===== config.mk =====
export PLATFORM = sky130hd
export DESIGN_NAME = bit_slicer
export DESIGN_NICKNAME = d
export VERILOG_FILES = /design/src/rtl/slicer_pkg.sv /design/src/rtl/slicer_ctrl.sv /design/src/rtl/slicer_dpath.sv /design/src/rtl/bit_slicer.sv
export SDC_FILE = /design/constraint.sdc
export NUM_CORES = 1
export LEC_CHECK = 0
export BUFFER_PORTS_ARGS = -buffer_cell sky130_fd_sc_hd__buf_4
export CAP_MARGIN = 20
export CORE_MARGIN = 4
export CORE_UTILIZATION = 45
export CTS_CLUSTER_DIAMETER = 80
export DETAILED_ROUTE_END_ITERATION = 8
export GPL_TIMING_DRIVEN = 0
export MAX_ROUTING_LAYER = met4
export SLEW_MARGIN = 10
export SYNTH_ARGS = -nofsm -noshare
export SYNTH_HDL_FRONTEND = slang
export SYNTH_SLANG_ARGS = --single-unit

===== constraint.sdc =====
create_clock -name clk -period 6.7 [get_ports clk]
set_input_delay 1.34 -clock clk [delete_from_list [all_inputs] [get_ports clk]]
set_output_delay 1.34 -clock clk [all_outputs]
set_load 0.02 [all_outputs]

===== src/rtl/slicer_pkg.sv =====
package slicer_pkg;
  // Strobes from the lock control to the averaging datapath.
  typedef struct packed {
    logic avgUpd;   // fold this sample into the average
    logic sliceEn;  // make a bit decision on this sample
    logic clr;      // clear the average and the output bit
  } slice_ctl_t;
endpackage


===== src/rtl/slicer_ctrl.sv =====
module slicer_ctrl
  import slicer_pkg::*;
#(
  parameter int BASE_BITS = 16
) (
  input  logic       clk,
  input  logic       rstN,
  input  logic       modemRst,
  input  logic       pwrDown,
  input  logic       rxEn,
  input  logic       sampleValid,
  input  logic       bitStrobe,
  input  logic       autoLock,
  input  logic       lockReq,
  input  logic [1:0] settleCode,
  output slice_ctl_t ctl,
  output logic       frozen
);
  localparam int MAX_BITS = BASE_BITS * 8;
  localparam int CNT_W    = $clog2(MAX_BITS + 1);

  logic             rxActive, rxActQ, rxEntry;
  logic             timerRun, lockReqQ, manualRise;
  logic [CNT_W-1:0] bitCnt, bitLimit;

  assign rxActive   = rxEn & ~pwrDown;
  assign rxEntry    = rxActive & ~rxActQ;
  assign manualRise = ~autoLock & lockReq & ~lockReqQ;
  assign bitLimit   = CNT_W'(BASE_BITS) << settleCode;

  always_ff @(posedge clk or negedge rstN) begin
    if (!rstN) lockReqQ <= 1'b1;
    else       lockReqQ <= lockReq;
  end

  always_ff @(posedge clk or negedge rstN) begin
    if (!rstN) begin
      frozen   <= 1'b0;
      timerRun <= 1'b0;
      bitCnt   <= '0;
      rxActQ   <= 1'b0;
    end else if (modemRst) begin
      frozen   <= 1'b0;
      timerRun <= 1'b0;
      bitCnt   <= '0;
      rxActQ   <= 1'b0;
    end else begin
      rxActQ <= rxActive;
      if (rxEntry) begin
        timerRun <= 1'b1;
        bitCnt   <= '0;
      end else if (!rxActive) begin
        timerRun <= 1'b0;
      end else if (timerRun && autoLock && !frozen && bitStrobe) begin
        if (bitCnt == bitLimit - 1'b1) begin
          frozen   <= 1'b1;
          timerRun <= 1'b0;
        end else begin
          bitCnt <= bitCnt + 1'b1;
        end
      end
      if (manualRise) frozen <= 1'b1;
    end
  end

  always_comb begin
    ctl.sliceEn = sampleValid & rxActive;
    ctl.avgUpd  = sampleValid & rxActive & ~frozen;
    ctl.clr     = modemRst;
  end
endmodule


===== src/rtl/slicer_dpath.sv =====
module slicer_dpath
  import slicer_pkg::*;
#(
  parameter int SAMPLE_W   = 8,
  parameter int BASE_SHIFT = 2
) (
  input  logic                       clk,
  input  logic                       rstN,
  input  slice_ctl_t                 ctl,
  input  logic signed [SAMPLE_W-1:0] sample,
  input  logic [1:0]                 settleCode,
  output logic                       sliceBit
);
  localparam int FRAC_W = BASE_SHIFT + 3;
  localparam int ACC_W  = SAMPLE_W + FRAC_W + 1;
  localparam int SH_W   = $clog2(FRAC_W + 1);

  logic signed [ACC_W-1:0] acc, sampleExt;
  logic signed [ACC_W:0]   diff, step;
  logic [SH_W-1:0]         shiftAmt;

  assign sampleExt = $signed({sample[SAMPLE_W-1], sample, {FRAC_W{1'b0}}});
  assign shiftAmt  = SH_W'(BASE_SHIFT) + SH_W'(settleCode);
  assign diff      = $signed({sampleExt[ACC_W-1], sampleExt}) - $signed({acc[ACC_W-1], acc});
  assign step      = diff >>> shiftAmt;

  always_ff @(posedge clk or negedge rstN) begin
    if (!rstN) begin
      acc      <= '0;
      sliceBit <= 1'b0;
    end else if (ctl.clr) begin
      acc      <= '0;
      sliceBit <= 1'b0;
    end else begin
      if (ctl.sliceEn) sliceBit <= (sampleExt > acc);
      if (ctl.avgUpd)  acc      <= acc + step[ACC_W-1:0];
    end
  end
endmodule


===== src/rtl/bit_slicer.sv =====
module bit_slicer
  import slicer_pkg::*;
#(
  parameter int SAMPLE_W   = 8,
  parameter int BASE_SHIFT = 2,
  parameter int BASE_BITS  = 16
) (
  input  logic                       clk,
  input  logic                       rstN,
  input  logic                       modemRst,
  input  logic                       pwrDown,
  input  logic                       rxEn,
  input  logic                       sampleValid,
  input  logic signed [SAMPLE_W-1:0] sample,
  input  logic                       bitStrobe,
  input  logic                       autoLock,
  input  logic                       lockReq,
  input  logic [1:0]                 settleCode,
  output logic                       sliceBit,
  output logic                       avgFrozen
);
  slice_ctl_t ctl;

  slicer_ctrl #(.BASE_BITS(BASE_BITS)) u_ctrl (
    .clk(clk), .rstN(rstN), .modemRst(modemRst), .pwrDown(pwrDown),
    .rxEn(rxEn), .sampleValid(sampleValid), .bitStrobe(bitStrobe),
    .autoLock(autoLock), .lockReq(lockReq), .settleCode(settleCode),
    .ctl(ctl), .frozen(avgFrozen)
  );

  slicer_dpath #(.SAMPLE_W(SAMPLE_W), .BASE_SHIFT(BASE_SHIFT)) u_dpath (
    .clk(clk), .rstN(rstN), .ctl(ctl), .sample(sample),
    .settleCode(settleCode), .sliceBit(sliceBit)
  );
endmodule


==> impl_metrics.csv <==
group,metric,value,unit
clocking,cts_tree,"done",
sta,max_slew_margin,0.374,
synth,ys_ff_latch,27,
sta,fin_ws,1.76,ns
clocking,cts.path.max_buffers,2,
drt,drt_iter0_markers,105,
run,drv_cap,0,
layout,diodes,0,
clocking,clk_latency,0.28,ns
sta,timing.hold.ws,0.493,ns
sta,hold_violations,0,
sta,drv_slew,0,
sta,worst_slew_pin_slew,0.932,ns
layout,regArea,677,um2
clocking,holdBufCountCts,0,
layout,syn_to_final_growth,10.3,%
synth,ys_warn_count,0,
floorplanning,dieWidth,84.8,um
global_route,grt_pass1_wl,11500,um
critical_path,critPathMaxFanout,10,
drt,dr.pass1.iters,4,
outcome,status,"finished, final reports clean",
synth,ys.flop_type,"dfrtp_1",
synth,yosys.cell_count.top_type,"nand2_1",
pwr,ir_drop,0.115,mV
sta,fmax,202,MHz
synth,syn-num-nets,384,
critical_path,worstPathCellList,"buf_4, ha_1, clkbuf_1, and3_1, a2111oi_0, a211oi_2, a31oi_1, xnor2_1, mux2i_1, a21oi_1, ha_1, a21o_1, a21oi_1, nor2_1, nor2_1, o31ai_1, or4b_2, o311ai_0",
global_route,top_usage_layer,"met2",
layout,fin_util,0.522,
synth,synthTopCellsByCount,"nand2_1 (41), nor2_1 (35), a21oi_1 (32), dfrtp_1 (26), ha_1 (24)",
synth,synth_top_area_frac,0.245,
global_route,use_met1,0.262,
synth,synth_area,2650,um2
clocking,cts.clk_slew.worst_paths,0.10,ns
sta,rsz0062_at_grt,"false",
global_route,grt_max_degree,28,
global_route,antenna_found_initial,0,
sta,setup_viol_count_final,0,
clocking,postCtsSetupRepairBufs,0,
drt,wl_per_cell,15.2,um
placed_design,globalplace.congestion,0.872,
clocking,clock-sinks,27,
critical_path,required,6.88,ns
drt,vias_per_cell,5.72,
floorplanning,coreArea,5610,um2
floorplanning,rows,27,
synth,syn_inst,340,
layout,drive_gt1_frac,0.0994,
synth,avgSynthCellArea,7.80,um2
floorplanning,initial_utilization,0.473,
drt,antenna_left,0,
layout,fill_cells,578,
layout,layout.nets,407,
clocking,htreeDepth,1,
synth,async_reset_ff_frac,1.00,
critical_path,slowest_stage,"or4b_2",
drt,routed_wl,6600,um
floorplanning,die_area,7180,um2
synth,synth-edff-count,0,
global_route,grtUsageTotal,0.197,
critical_path,critPathMaxStageDelay,0.63,ns
clocking,cts_root_buf,"clkbuf_8",
global_route,overflow,0,
synth,synth-seq-area-share,0.255,
drt,drc_errors,0,
critical_path,r2r_setup_slack,2.46,ns
placed_design,io_buffers,18,
global_route,grtUsageMet3,0.0147,
layout,multiInputGateArea,1850,um2
hold_path,min_path_type,"reg2reg",
pwr,power_density,171,nW/um2
critical_path,critical_path_class,"in2reg",
floorplanning,die_h,84.8,um
placed_design,hpwl,5280,um
critical_path,end_kind,"flip-flop",
global_route,grt_pass1_vias,2455,
sta,fin_crit_sh,0.737,
sta,min_period,4.94,ns
global_route,use_met2,0.323,
critical_path,startpoint_type,"input port",
placed_design,post-place-ws,1.47,ns
pwr,p_leak,0.00122,uW
drt,vias,2482,
synth,yosys-top-cells-area,"dfrtp_1 (25%), ha_1 (11%), a21oi_1 (6.0%)",
synth,synth_area_leader_cell,"dfrtp_1",
clocking,numCtsBuffers,3,
clocking,cts-resized-gates,0,
critical_path,worstPathArrival,5.11,ns
sta,finalSetupTns,0,ns
sta,skew,0.0103,ns
floorplanning,ios,21,
synth,ys_types,54,
## power by group
part / switching (uW) / internal, uW / leakage (uW) / total [uW]
clock: 54.0 / 42.3 / 0.0000217 / 96.2
sequential: 6.76 / 169 / 0.000369 / 176
combinational: 134 / 94.9 / 0.000831 / 229
## flip-flops by register name, indices dropped and copies added, names as in the netlist
register,count
u_ctrl.bitCnt,8
u_ctrl.frozen,1
u_ctrl.lockReqQ,1
u_ctrl.rxActQ,1
u_ctrl.timerRun,1
u_dpath.acc,14
u_dpath.sliceBit,1
## metal layers
layer  routed length, um  vias to the layer above  share of wire
met1                3130                     1148           0.47
li1                    -                     1277              -
met4                 124                        0          0.019
met3                 228                       11          0.035
met2                3110                       46           0.47
met5                   0                        -              0
## per-stage QoR
stage	std cells	total power, uW	cell area, um2
floorplan	340	352	2650
global placement	430	405	2880
detailed placement	430	405	2880
CTS	434	504	2930
global route	434	544	2930
finish	434	501	2930
## cell type report
cell class              instances  share of cell area
multi-input cells             282               0.634
inverters                      17              0.0218
clock inverters                 1             0.00257
well taps                      72              0.0308
plain buffers                  14              0.0192
repair buffers                 18              0.0462
clock buffers                   3              0.0141
flip-flops and latches         27               0.231
## cell usage in the layout (no fill, tap or decap), drive strengths merged, types with 2 or more instances in the layout
master / n
o31ai: 4
mux2i: 4
o22ai: 4
nand2: 41
nor2: 35
or4b: 2
nand3: 15
o21bai: 3
inv: 16
a21o: 5
xnor2: 14
nand2b: 2
a211oi: 10
o21ai: 16
a21oi: 32
a2111oi: 2
o211ai: 7
and2: 2
a21boi: 2
and3: 5
o311ai: 4
buf: 21
nor3b: 2
nor2b: 3
or3: 3
nand4: 2
dfrtp: 26
or2: 2
nor3: 6
a311oi: 2
xor2: 11
a31oi: 2
ha: 24
a221oi: 2
clkbuf: 14
## path summary, 6_finish.rpt
path,from,to,depth (start not counted)
max in group asynchronous,rstN,u_ctrl.lockReqQ,1
setup / recovery,sample[4],u_dpath.acc[12],18
hold reg to reg,u_ctrl.rxActQ,u_ctrl.timerRun,1
min in group asynchronous,rstN,u_ctrl.bitCnt[3],1
hold / removal,u_ctrl.rxActQ,u_ctrl.timerRun,1
setup reg to reg,u_dpath.acc[9],u_dpath.acc[12],18
## cells by family after synthesis
kind of cell	synth area share
simple gates	0.221
compound gates	0.255
buf+inv	0.0453
flops	0.255
xor+xnor	0.0826
fa+ha+maj	0.121
mux	0.0193
## critical path, delay by kind of cell
kind            cells  cell delay, ns
simple gates        4            0.98
xor+xnor            1            0.21
fa+ha+maj           2            0.57
compound gates      8            1.56
mux                 1            0.14
buf+inv             2            0.32
No activity file was read; power rests on OpenSTA's default activity.
